[src/rtl/port_irq_agg.sv]
module port_irq_agg #(
  parameter int NSRC     = 32,
  parameter int NLVL     = 4,
  parameter int AW       = 12,
  parameter logic [AW-1:0] STAT_A = 12'h100,
  parameter logic [AW-1:0] MASK_A = 12'h104,
  parameter logic [AW-1:0] MSET_A = 12'h108,
  parameter logic [AW-1:0] MCLR_A = 12'h10C
) (
  input  logic            clk,
  input  logic            rst_n,
  input  logic [NSRC-1:0] src_i,
  input  logic [AW-1:0]   bus_addr,
  input  logic            bus_we,
  input  logic [NSRC-1:0] bus_wdata,
  output logic [NSRC-1:0] bus_rdata,
  output logic            irq_o
);
  localparam logic [NSRC-1:0] LVL_BITS  = NSRC'((64'd1 << NLVL) - 64'd1);
  localparam logic [NSRC-1:0] EDGE_BITS = ~LVL_BITS;

  logic [NSRC-1:0] src_q, edge_q, mask_q, stat_view, rise, w1c;

  assign rise      = src_i & ~src_q & EDGE_BITS;
  assign w1c       = (bus_we && bus_addr == STAT_A) ? bus_wdata : '0;
  assign stat_view = (edge_q & EDGE_BITS) | (src_i & LVL_BITS);

  always_ff @(posedge clk or negedge rst_n) begin
    if (!rst_n) begin
      src_q  <= '0;
      edge_q <= '0;
      mask_q <= '1;
      irq_o  <= 1'b0;
    end else begin
      src_q  <= src_i;
      edge_q <= ((edge_q & ~w1c) | rise) & EDGE_BITS;
      if (bus_we && bus_addr == MSET_A) mask_q <= mask_q | bus_wdata;
      else if (bus_we && bus_addr == MCLR_A) mask_q <= mask_q & ~bus_wdata;
      irq_o  <= |(stat_view & ~mask_q);
    end
  end

  always_comb begin
    unique case (bus_addr)
      STAT_A:                 bus_rdata = stat_view;
      MASK_A, MSET_A, MCLR_A: bus_rdata = mask_q;
      default:                bus_rdata = '0;
    endcase
  end
endmodule

[config.mk]
export PLATFORM = sky130hd
export DESIGN_NAME = port_irq_agg
export DESIGN_NICKNAME = d
export VERILOG_FILES = /design/src/rtl/port_irq_agg.sv
export SDC_FILE = /design/constraint.sdc
export NUM_CORES = 1
export LEC_CHECK = 0
export BUFFER_PORTS_ARGS = -buffer_cell sky130_fd_sc_hd__buf_2
export CORE_UTILIZATION = 45
export DETAILED_ROUTE_END_ITERATION = 8
export PLACE_DENSITY_LB_ADDON = 0.3
export SYNTH_ARGS = -nofsm -noshare
export SYNTH_HDL_FRONTEND = slang
export SYNTH_SLANG_ARGS = --single-unit
[constraint.sdc]
create_clock -name clk -period 3.9 [get_ports clk]
set_input_delay 0.195 -clock clk [delete_from_list [all_inputs] [get_ports clk]]
set_output_delay 0.195 -clock clk [all_outputs]
set_load 0.03 [all_outputs]
==> summary.md, run 1 <==
| Metric | Value |
|---|---|
| Status | `complete, no violations` |
| Max Fanout on Critical Path | `34` |
| Die height | `96.99 µm` |
| Worst relative slew slack | `a little under half` |
| Maximum number of pins on one net before global-route repair | `59` |
| Hold Vio Cnt, Final | `0` |
| Insertion delay of the later-clocked pin in the worst-skew pair | `between 300 and 400 ps` |
| Post-synthesis to final-layout area growth | `26.87%` |
| Syn_area_per_cell | `9.186 µm²` |
| Number of buffers on the longest clock path | `2` |
| Endpoint required time on the critical path | `3700 ps` |
| Share of synthesized area spent on multiplexers | `less than 1%` |
| Total wire length | `around 10000 µm` |
| Worst path cell trace | `buf_2 > or2_2 > nand2_1 > a21oi_1 > buf_2` |
| Final worst slack | `1732 ps` |
| Post-route total power | `between 1500 and 2000 µW` |
| First-pass GRT wire length | `16830 µm` |
| Capture instance of the worst register-to-register path | `irq_o$_DFF_PN0_` |
| Post-synthesis cell area | `0.004060 mm²` |
| Final RePlAce weighted congestion | `0.7612` |
| Delay of the slowest critical-path stage | `a little under 700 ps` |
| Number of vias per cell after detailed routing | `5.195` |
| Number of nets at the end of the flow | `~650` |
| Slowest-stage cell, CP | `or2_2` |
| Met2 track utilization from global routing | `34.99%` |
| Die Width | `96.99 µm` |
| Vias in the first global route | `3434` |
| Via total after detailed routing | `3569` |
| Adder and majority gate portion of the synthesized area | `0%` |
| Count of input and output buffers | `between 100 and 150` |
| Post-Layout Cell Count | `687` |
| Initial drt markers | `201` |
| Clk root buf | `clkbuf_8` |
| Post-cts sizing count | `0` |
| Leakage power | `0.002435 µW` |
| Routed WL per cell | `14.97 µm` |
| Number of antenna violations at the first check in global routing | `1` |
| Count of standard-cell rows | `34` |
| Floorplan die area | `0.009406 mm²` |
| F_max | `approximately 0.46 GHz` |
| Number of max-cap violations | `0` |
| Critical Path Sink Type | `output pin` |
| Layout cells sized above 1 | `about 29%` |
| FILL cells | `772` |
| Met3 usage | `4.118%` |
| Top Ports | `approximately 110` |
| Yosys Warn Count | `0` |
| Basic-gate share of the synthesized area counting and, or, nand and nor cells | `13.53%` |
| Worst slack at placement | `1733 ps` |
| Post-Place Cells | `approximately 640` |
| Crit path buffers/inverters | `2` |
| Cell repeated most along the worst path | `buf_2` |
| Class of the worst hold path | `in2reg` |
| Clock-pin slew on the worst setup and hold paths | `roughly 90 ps` |
| Pwr/cell area | `337.2 mW/mm²` |
| Final-report max-slew violation count | `0` |
| TritonCTS clock tree | `done` |
| CTS Buf Count | `9` |
| VDD IR max | `between 150 and 200 µV` |
| CP delay by family, top | `simple AND/OR/NAND/NOR gates` |
| Synthesized instance count | `approximately 440` |
| Hpwl dp | `6947 µm` |
| Setup TNS | `0 ps` |
| Register-to-register setup slack | `2280 ps` |
| GR Overflow Total | `0` |
| Met1 track demand over resource in global routing | `about a third` |
| Largest family of logic cells by synthesized area | `compound AO/OA/AOI/OAI gates` |
| Initial Utilization | `46.56%` |
| Launch point of the critical path | `bus_addr[2]` |
| Final period demand of the worst path | `2168 ps` |
| Start point of the worst min-delay path | `bus_wdata[12]` |
| Crit path arrival time | `1970 ps` |
| ANT nets after route | `0` |
| Parity-gate share of the synthesized area counting xor and xnor cells | `0%` |
| Type of the setup path with the least slack | `in2out` |
| DRC Markers | `0` |
| Number of iterations in the first detailed-routing pass | `4` |
| Setup repair after global routing missed its margin | `no` |
| Floorplan Core Area | `0.008721 mm²` |
| Peak-usage layer in the global routing report | `met2` |
| Total routing usage reported by global routing | `22.51%` |
| Worst clock skew on the final layout | `6.666 ps` |
| Setup crit start kind | `input pin` |
| Number of setup violations in the final report | `0` |
| Synth Area in Compound Gates | `21.91%` |
| Worst Hold Path Cells | `3` |
| Post-Synthesis Net Count | `521` |
| Worst r2r path cells | `4` |
| Ratio of final minimum period to clock period | `55.60%` |
| Post-synthesis sequential element count | `89` |
| Sequential area share after synthesis | `55.84%` |
| Core utilization of the finished layout | `59.07%` |
| Clock tree sinks | `89` |
| H-tree depth | `3` |
| Number of unique standard cell types used by synthesis | `29` |
| Actual slew at the worst max-slew pin | `781.3 ps` |
[cell families after synthesis]
kind of cell,Yosys count
AOI/OAI and AO/OA,157
buffers and inverters,73
DFF,89
muxes,4
and+or+nand+nor,119
[routing by layer]
metal  vias to the layer above  wire (µm)
li1                       1763          -
met1                      1680       4777
met4                         0        133
met3                        10        639
met2                       116       4736
met5                         -          0
[cell usage after synthesis]
master,number,area [µm²]
nor2_1,1,3.750
nor4b_4,1,23.77
and3_1,1,6.260
dfrtp_1,57,1426
o2111ai_1,2,17.52
buf_6,4,45.04
a2111oi_0,3,26.28
nand4_2,1,12.51
mux2i_1,4,40.04
nor4_4,1,21.27
nand2b_1,6,37.54
nand4_1,6,37.54
a2111o_1,1,11.26
dfstp_2,32,840.8
buf_4,1,7.510
o22ai_1,7,43.79
o21ai_0,67,335.3
a21oi_1,32,160.2
nor2_2,1,6.260
nor4_1,1,6.260
clkbuf_1,15,56.30
o31ai_1,28,210.2
nand2_1,92,345.3
buf_2,5,25.02
or2_2,1,6.260
inv_1,48,180.2
o21ai_1,17,85.08
nand3_1,1,5.000
nor2b_1,6,37.54
[placed cells by master, fill, tap and decap left out, types with 3 or more instances in the layout]
cell type	instances
a2111oi_0	3
a21oi_1	32
buf_2	110
buf_4	6
clkbuf_8	9
dfrtp_1	57
dfstp_2	32
dlygate4sd3_1	29
inv_1	48
inv_6	3
mux2i_1	4
nand2_1	92
nand2b_1	6
nand4_1	6
nor2b_1	6
o21ai_0	67
o21ai_1	17
o22ai_1	7
o31ai_1	28
[worst max path at each step]
stage | endpoint | slack, ps | cells past startpoint
floorplan | bus_rdata[0] | 2270 | 6
global placement | bus_rdata[17] | 1710 | 5
detailed placement | bus_rdata[16] | 1730 | 5
CTS | bus_rdata[16] | 1720 | 5
global route | bus_rdata[4] | 1520 | 5
finish | bus_rdata[16] | 1730 | 5
[metrics by stage]
step	hold WS [ps]	cell area [µm²]
6_report	86.47	5151
5_1_grt	83.92	5149
4_1_cts	78.73	5149
3_5_place_dp	298.0	4657
3_3_place_gp	294.3	4657
2_1_floorplan	-100.6	4060
[area by class of cell]
type	instances	area (µm²)	area share, %
inverter	48	180.2	3.498
timing repair buffer	145	885.9	17.20
clock inverter	7	77.57	1.506
clock buffer	9	123.9	2.405
tap	108	135.1	2.623
antenna	1	2.502	0.04858
multi-input combinational	280	1479	28.71
sequential	89	2267	44.01
[worst reg2reg max path, cell delays in order (launching register included)]
cell	delay [ps]
dfstp_2	550
nand2b_1	150
o2111ai_1	140
a2111oi_0	480
nand4_1	160
[report_power, final]
part	total, µW	internal (µW)	switching [µW]
Sequential	946	941	4.73
Combinational	146	60.8	85.1
Clock	645	303	342
[repair_timing]
action | 4_1_cts | 5_1_grt
setup buffers | 0 | 0
hold endpoints to repair | 64 | 0
hold buffers | 29 | 0
Power figures use the tool's default switching activity.
==> run 2, diff against run 1 <==
==> constraint.sdc (replaced) <==
create_clock -name clk -period 1.9 [get_ports clk]
set_input_delay 0.095 -clock clk [delete_from_list [all_inputs] [get_ports clk]]
set_output_delay 0.095 -clock clk [all_outputs]
set_load 0.03 [all_outputs]
==> run 2 against run 1 <==
Setup slack lost 1400 ps. Via count grew 3.6%. Hold slack lost 83 ps. Flip-flop and latch count is the same. Critical path depth shrank 1. Final area grew 3.5%. Non-clock buffer count grew 20. Utilization grew 2.1 points. Die area is the same. First-iteration DRC count shrank 28%. Sequential share of layout area shrank 1.5 points. Register-to-register slack lost 2000 ps. Critical endpoint is now irq_o$_DFF_PN0_. Largest cell class unchanged.
==> summary.md, run 2 (synthesis results as in run 1) <==
| Metric | Value |
|---|---|
| Type of the setup path with the least slack | `reg2reg` |
| ANT nets after route | `0 (unchanged)` |
| Worst r2r path cells | `4 (unchanged)` |
| Actual slew at the worst max-slew pin | `542.2 ps (-239.0 ps)` |
| Hold Vio Cnt, Final | `0 (unchanged)` |
| Setup repair after global routing missed its margin | `no` |
| Hold WS | `3.779 ps (-82.69 ps)` |
| Number of vias per cell after detailed routing | `5.237 (+0.80%)` |
| Delay of the slowest critical-path stage | `550 ps (-130 ps)` |
| TritonCTS clock tree | `done` |
| Worst clock skew on the final layout | `11.50 ps (+4.839 ps)` |
| Total wire length | `10690 µm (+3.9%)` |
| Number of nets at the end of the flow | `672 (+3.1%)` |
| Timing endpoint of the critical path | `irq_o$_DFF_PN0_` |
| Clock tree sinks | `89 (unchanged)` |
| Maximum number of pins on one net before global-route repair | `57 (-3.4%)` |
| Clock-pin slew on the worst setup and hold paths | `90 ps (about the same)` |
| Worst relative slew slack | `62.92% (+15 points)` |
| Top Ports | `112 (unchanged)` |
| FILL cells | `748 (-3.1%)` |
| Pwr/cell area | `669.7 mW/mm² (+99%)` |
| Count of input and output buffers | `111 (unchanged)` |
| Worst Hold Path Cells | `3 (unchanged)` |
| Crit path arrival time | `1790 ps (-180 ps)` |
| Endpoint required time on the critical path | `2120 ps (-1580 ps)` |
| Number of max-cap violations | `0 (unchanged)` |
| Most common library cell in the layout ignoring fill and taps | `buf_2` |
| Die height | `96.99 µm (unchanged)` |
| F_max | `about 0.63 GHz` |
| Routed WL per cell | `15.14 µm (+1.1%)` |
| Number of antenna violations at the first check in global routing | `0 (-1)` |
| CTS Buf Count | `9 (unchanged)` |
| Count of antenna diodes in the layout | `0 (-1)` |
| Setup TNS | `0 ps (unchanged)` |
| Number of setup violations in the final report | `0 (unchanged)` |
| First-pass GRT wire length | `17800 µm (+5.8%)` |
| Via total after detailed routing | `3697 (+3.6%)` |
| Max Fanout on Critical Path | `3 (-91%)` |
| Die Width | `96.99 µm (unchanged)` |
| Critical Path Sink Type | `flop` |
| Vias in the first global route | `3691 (+7.5%)` |
| Number of buffers on the longest clock path | `2 (unchanged)` |
| Clk root buf | `clkbuf_8` |
| Capture instance of the worst register-to-register path | `irq_o$_DFF_PN0_` |
| Initial drt markers | `144 (-28%)` |
| Initial Utilization | `46.56% (unchanged)` |
| VDD IR max | `486.8 µV (+180%)` |
| Final period demand of the worst path | `1577 ps` |
| Post-synthesis to final-layout area growth | `31.37%` |
| Leakage power | `0.002516 µW (+3.3%)` |
| Floorplan die area | `0.009406 mm² (unchanged)` |
| H-tree depth | `3 (unchanged)` |
| Hpwl dp | `7370 µm (+6.1%)` |
| Worst path cell trace | `nand2b_1 > o2111ai_1 > a2111oi_0 > nand4_1` |
| Ratio of final minimum period to clock period | `82.99%` |
| DRC Markers | `0 (unchanged)` |
| GR Overflow Total | `0 (unchanged)` |
| Class of the worst hold path | `in2reg` |
| Insertion delay of the later-clocked pin in the worst-skew pair | `370 ps (about the same)` |
| Number of iterations in the first detailed-routing pass | `4 (unchanged)` |
| Most used cells in the layout excluding fill and tap cells | `buf_2, nand2_1, o21ai_0, dfrtp_1, inv_1` |
| Final RePlAce weighted congestion | `0.7987 (+4.9%)` |
| Count of standard-cell rows | `34 (unchanged)` |
| Slowest-stage cell, CP | `dfstp_2` |
| Total routing usage reported by global routing | `23.84% (+1.3 points)` |
| Status | `complete, no violations` |
| Floorplan Core Area | `0.008721 mm² (unchanged)` |
| Setup crit start kind | `flop` |
| Register-to-register setup slack | `320 ps (-1960 ps)` |
| Layout cells sized above 1 | `29.43% (+0.19 points)` |
| Final-report max-slew violation count | `0 (unchanged)` |
## run 2: cell types whose count changed in the layout (fill, tap and decap cells not counted), sizes merged
cell,delta
dlygate4sd3,+12
diode,-1
clkbuf,+1
clkinv,-1
clkinvlp,+2
inv,-2
buf,+8
## run 2: metal layers
metal	share of wire [%]	vias to the layer above	track usage, %
li1	-	1808	-
met1	45	1741	31.88
met2	47	130	38.52
met3	6.4	18	5.058
met4	1.7	0	8.152
met5	0	-	0
## run 2: worst min path at each step
| stage | start | end | slack (ps) |
|---|---|---|---|
| floorplan | rst_n | edge_q[10]$_DFF_PN0_ | -200 |
| global route | bus_wdata[22] | flop | 10 |
| CTS | bus_wdata[21] | flop | 0.6 |
| finish | bus_wdata[28] | flop | 4 |
| global placement | rst_n | src_q[4]$_DFF_PN0_ | -10 |
| detailed placement | rst_n | src_q[10]$_DFF_PN0_ | -20 |
## run 2: worst max-delay path, delay by kind of cell (launching register included)
| family | cells | cell delay (ps) |
|---|---|---|
| flip-flops | 1 | 550 |
| AO/OA/AOI/OAI | 2 | 580 |
| AND/OR/NAND/NOR | 2 | 300 |
## run 2: layout make-up
class	instances	area [µm²]	area share [%]
flip-flops and latches	89	2267	42.51
well taps	108	135.1	2.533
repair buffers	165	1079	20.22
multi-input cells	280	1479	27.73
inverters	48	180.2	3.378
clock buffers	10	127.6	2.393
clock inverters	6	66.31	1.243
## run 2: what timing repair did
| item | in CTS | in global routing |
|---|---|---|
| hold endpoints to repair | 130 | 0 |
| setup endpoints to repair | 0 | 0 |
| buffers inserted | 0 | 0 |
| resized for setup | 0 | 0 |
| hold buffers | 41 | 0 |
## run 2: power breakdown
group | switching [µW] | internal [µW] | total, µW
logic | 184 | 153 | 337
registers | 9.68 | 1930 | 1940
clock network | 684 | 610 | 1290
total | 877 | 2690 | 3570
## run 2: stage by stage
stage / util [%] / setup WS [ps] / power (µW) / std cells / cell area [µm²]
3_3_place_gp: 54.23 / 371.0 / 2244 / 649 / 4730
6_report: 61.16 / 323.1 / 3572 / 706 / 5334
2_1_floorplan: - / 468.6 / 2068 / 442 / 4060
4_1_cts: 61.16 / 295.9 / 3610 / 706 / 5334
3_5_place_dp: 54.23 / 321.7 / 2250 / 649 / 4730
5_1_grt: 61.16 / 209.2 / 3705 / 706 / 5334
==> run 3, diff against run 2 <==
==> constraint.sdc (replaced) <==
create_clock -name clk -period 1.4 [get_ports clk]
set_input_delay 0.07 -clock clk [delete_from_list [all_inputs] [get_ports clk]]
set_output_delay 0.07 -clock clk [all_outputs]
set_load 0.03 [all_outputs]
==> run 3 against run 2 <==
The run now ends with setup timing left. Routed wire length up 12%. Clock power up 56%. Via count up 5.5%. Largest power group unchanged.
==> summary.md, run 3 (synthesis results as in run 1) <==
| Metric | Value |
|---|---|
| Status | `finished with violations` |
| Failing checks | `setup timing` |
| Leakage power | `0.002710 µW (+7.7%)` |
| Insertion delay of the later-clocked pin in the worst-skew pair | `360 ps (about the same)` |
| Pwr/cell area | `860.2 mW/mm² (+28%)` |
| Critical Path Sink Type | `flop` |
| Ratio of final minimum period to clock period | `106.9% (+24 points)` |
| Initial Utilization | `46.56% (unchanged)` |
| Type of the setup path with the least slack | `reg2reg` |
| Post-Place Cells | `658 (+1.4%)` |
| Number of antenna violations at the first check in global routing | `0 (unchanged)` |
| CTS Buf Count | `9 (unchanged)` |
| Routed WL per cell | `16.29 µm (+7.6%)` |
| Clock-pin slew on the worst setup and hold paths | `80 ps (about the same)` |
| Number of iterations in the first detailed-routing pass | `5 (+1)` |
| F_max | `0.6682 GHz (+5.4%)` |
| Clk root buf | `clkbuf_8` |
| Die height | `96.99 µm (unchanged)` |
| Number of nets at the end of the flow | `701 (+4.3%)` |
| Most used cells in the layout excluding fill and tap cells | `nand2_1, buf_2, o21ai_0, dlygate4sd3_1, dfrtp_1` |
| Floorplan die area | `0.009406 mm² (unchanged)` |
| Hold Vio Cnt, Final | `0 (unchanged)` |
| Worst clock skew on the final layout | `10.27 ps (-1.235 ps)` |
| Via total after detailed routing | `3902 (+5.5%)` |
| First-pass GRT wire length | `18920 µm (+6.3%)` |
| Most common library cell in the layout ignoring fill and taps | `nand2_1` |
| Vias in the first global route | `3931 (+6.5%)` |
| Worst slack at placement | `-98.92 ps (-420.6 ps)` |
| ANT nets after route | `0 (unchanged)` |
| Number of vias per cell after detailed routing | `5.309 (+1.4%)` |
| Hold WS | `12.82 ps (+9.042 ps)` |
| Max Fanout on Critical Path | `3 (unchanged)` |
| Layout cells sized above 1 | `36.68% (+7.3 points)` |
| Total wire length | `11970 µm (+12%)` |
| H-tree depth | `3 (unchanged)` |
| Area of the multi-input gates | `0.001657 mm² (+12%)` |
| Crit path arrival time | `1720 ps (-70 ps)` |
| Count of standard-cell rows | `34 (unchanged)` |
| Final RePlAce weighted congestion | `0.8022 (+0.44%)` |
| Actual slew at the worst max-slew pin | `480.5 ps (-61.78 ps)` |
| Class of the worst hold path | `in2reg` |
| Final-report max-slew violation count | `0 (unchanged)` |
| Post-synthesis to final-layout area growth | `48.35%` |
| Hpwl dp | `7546 µm (+2.4%)` |
| Count of input and output buffers | `111 (unchanged)` |
| Die Width | `96.99 µm (unchanged)` |
| Endpoint required time on the critical path | `1620 ps (-500 ps)` |
| Maximum number of pins on one net before global-route repair | `90 (+58%)` |
| Setup crit start kind | `flop` |
| GR Overflow Total | `0 (unchanged)` |
| FILL cells | `628 (-16%)` |
| Count of antenna diodes in the layout | `0 (unchanged)` |
| Top Ports | `112 (unchanged)` |
| Setup TNS | `-159.0 ps (-159.0 ps)` |
| VDD IR max | `632.3 µV (+30%)` |
| Post-Layout Cell Count | `735 (+4.1%)` |
| Area taken by flip-flops and latches | `0.002267 mm² (unchanged)` |
| TritonCTS clock tree | `done` |
| Floorplan Core Area | `0.008721 mm² (unchanged)` |
| Number of buffers on the longest clock path | `2 (unchanged)` |
| Clock tree sinks | `89 (unchanged)` |
| Final worst slack | `-96.58 ps (-419.7 ps)` |
| Number of max-cap violations | `0 (unchanged)` |
| Core utilization of the finished layout | `69.07% (+7.9 points)` |
| Number of setup violations in the final report | `3 (+3)` |
| Total routing usage reported by global routing | `25.57% (+1.7 points)` |
| Final period demand of the worst path | `1497 ps (-80.32 ps)` |
| Worst relative slew slack | `67.97% (+5.1 points)` |
| Setup repair after global routing missed its margin | `yes` |
| DRC Markers | `0 (unchanged)` |
| Initial drt markers | `263 (+83%)` |
## run 3: cell types whose count changed in the layout (fill, tap and decap cells not counted), moves of 3 or more
cell	delta
nand2_1	-10
dlygate4sd3_1	+17
buf_2	-32
a21oi_2	+26
buf_6	+27
buf_12	+3
a21oi_1	-28
nand2_2	+9
buf_4	+14
## run 3: repair_timing
action / 4_1_cts / 5_1_grt
pin swaps: 5 / 19
endpoints found under the hold margin: 142 / 0
endpoints found under the setup margin: 23 / 31
buffers inserted: 0 / 3
resized for setup: 45 / 67
hold buffers: 58 / 0
## run 3: final cells by class
class | count | area share (%)
clock inverter | 6 | 1.475
clock buffer | 10 | 2.285
inverter | 48 | 2.991
sequential | 89 | 37.64
multi-input combinational | 280 | 27.50
tap | 108 | 2.243
timing repair buffer | 194 | 25.86
## run 3: where the power goes
part / total (µW) / switching, µW / internal (µW)
Sequential: 2640 / 13.7 / 2620
Combinational: 534 / 282 / 253
Clock: 2010 / 954 / 1060
Total: 5180 / 1250 / 3930
## run 3: per-stage QoR
stage	instance area (µm²)	power, µW
2_1_floorplan	4066	2807
3_3_place_gp	4841	3058
3_5_place_dp	4841	3066
4_1_cts	5782	5191
5_1_grt	6023	5382
6_report	6023	5181
## run 3: critical path, cell delays in order, from the launching register on
cell and delay (ps):
dfstp_2 560, nor2b_2 40, a2111o_1 430, a2111oi_4 200, nand4_1 130
## run 3: worst paths after layout
| kind | from | end | slack [ps] | cells past startpoint |
|---|---|---|---|---|
| max | flop | irq_o$_DFF_PN0_ | -100 | 4 |
| min | bus_wdata[29] | flop | 10 | 3 |
| max reg2reg | flop | irq_o$_DFF_PN0_ | -100 | 4 |
| min reg2reg | src_q[27]$_DFF_PN0_ | edge_q[27]$_DFF_PN0_ | 420 | 1 |
| max in group asynchronous | rst_n | async pin | 720 | 3 |
| min in group asynchronous | rst_n | src_q[10]$_DFF_PN0_ | 250 | 3 |
## run 3: per-layer routing
metal / share of wire [%] / vias up / global-route usage, %
li1: - / 1862 / -
met3: 5.7 / 37 / 4.480
met5: 0 / - / 0
met4: 3.6 / 0 / 11.60
met1: 41 / 1842 / 32.38
met2: 50 / 161 / 42.80
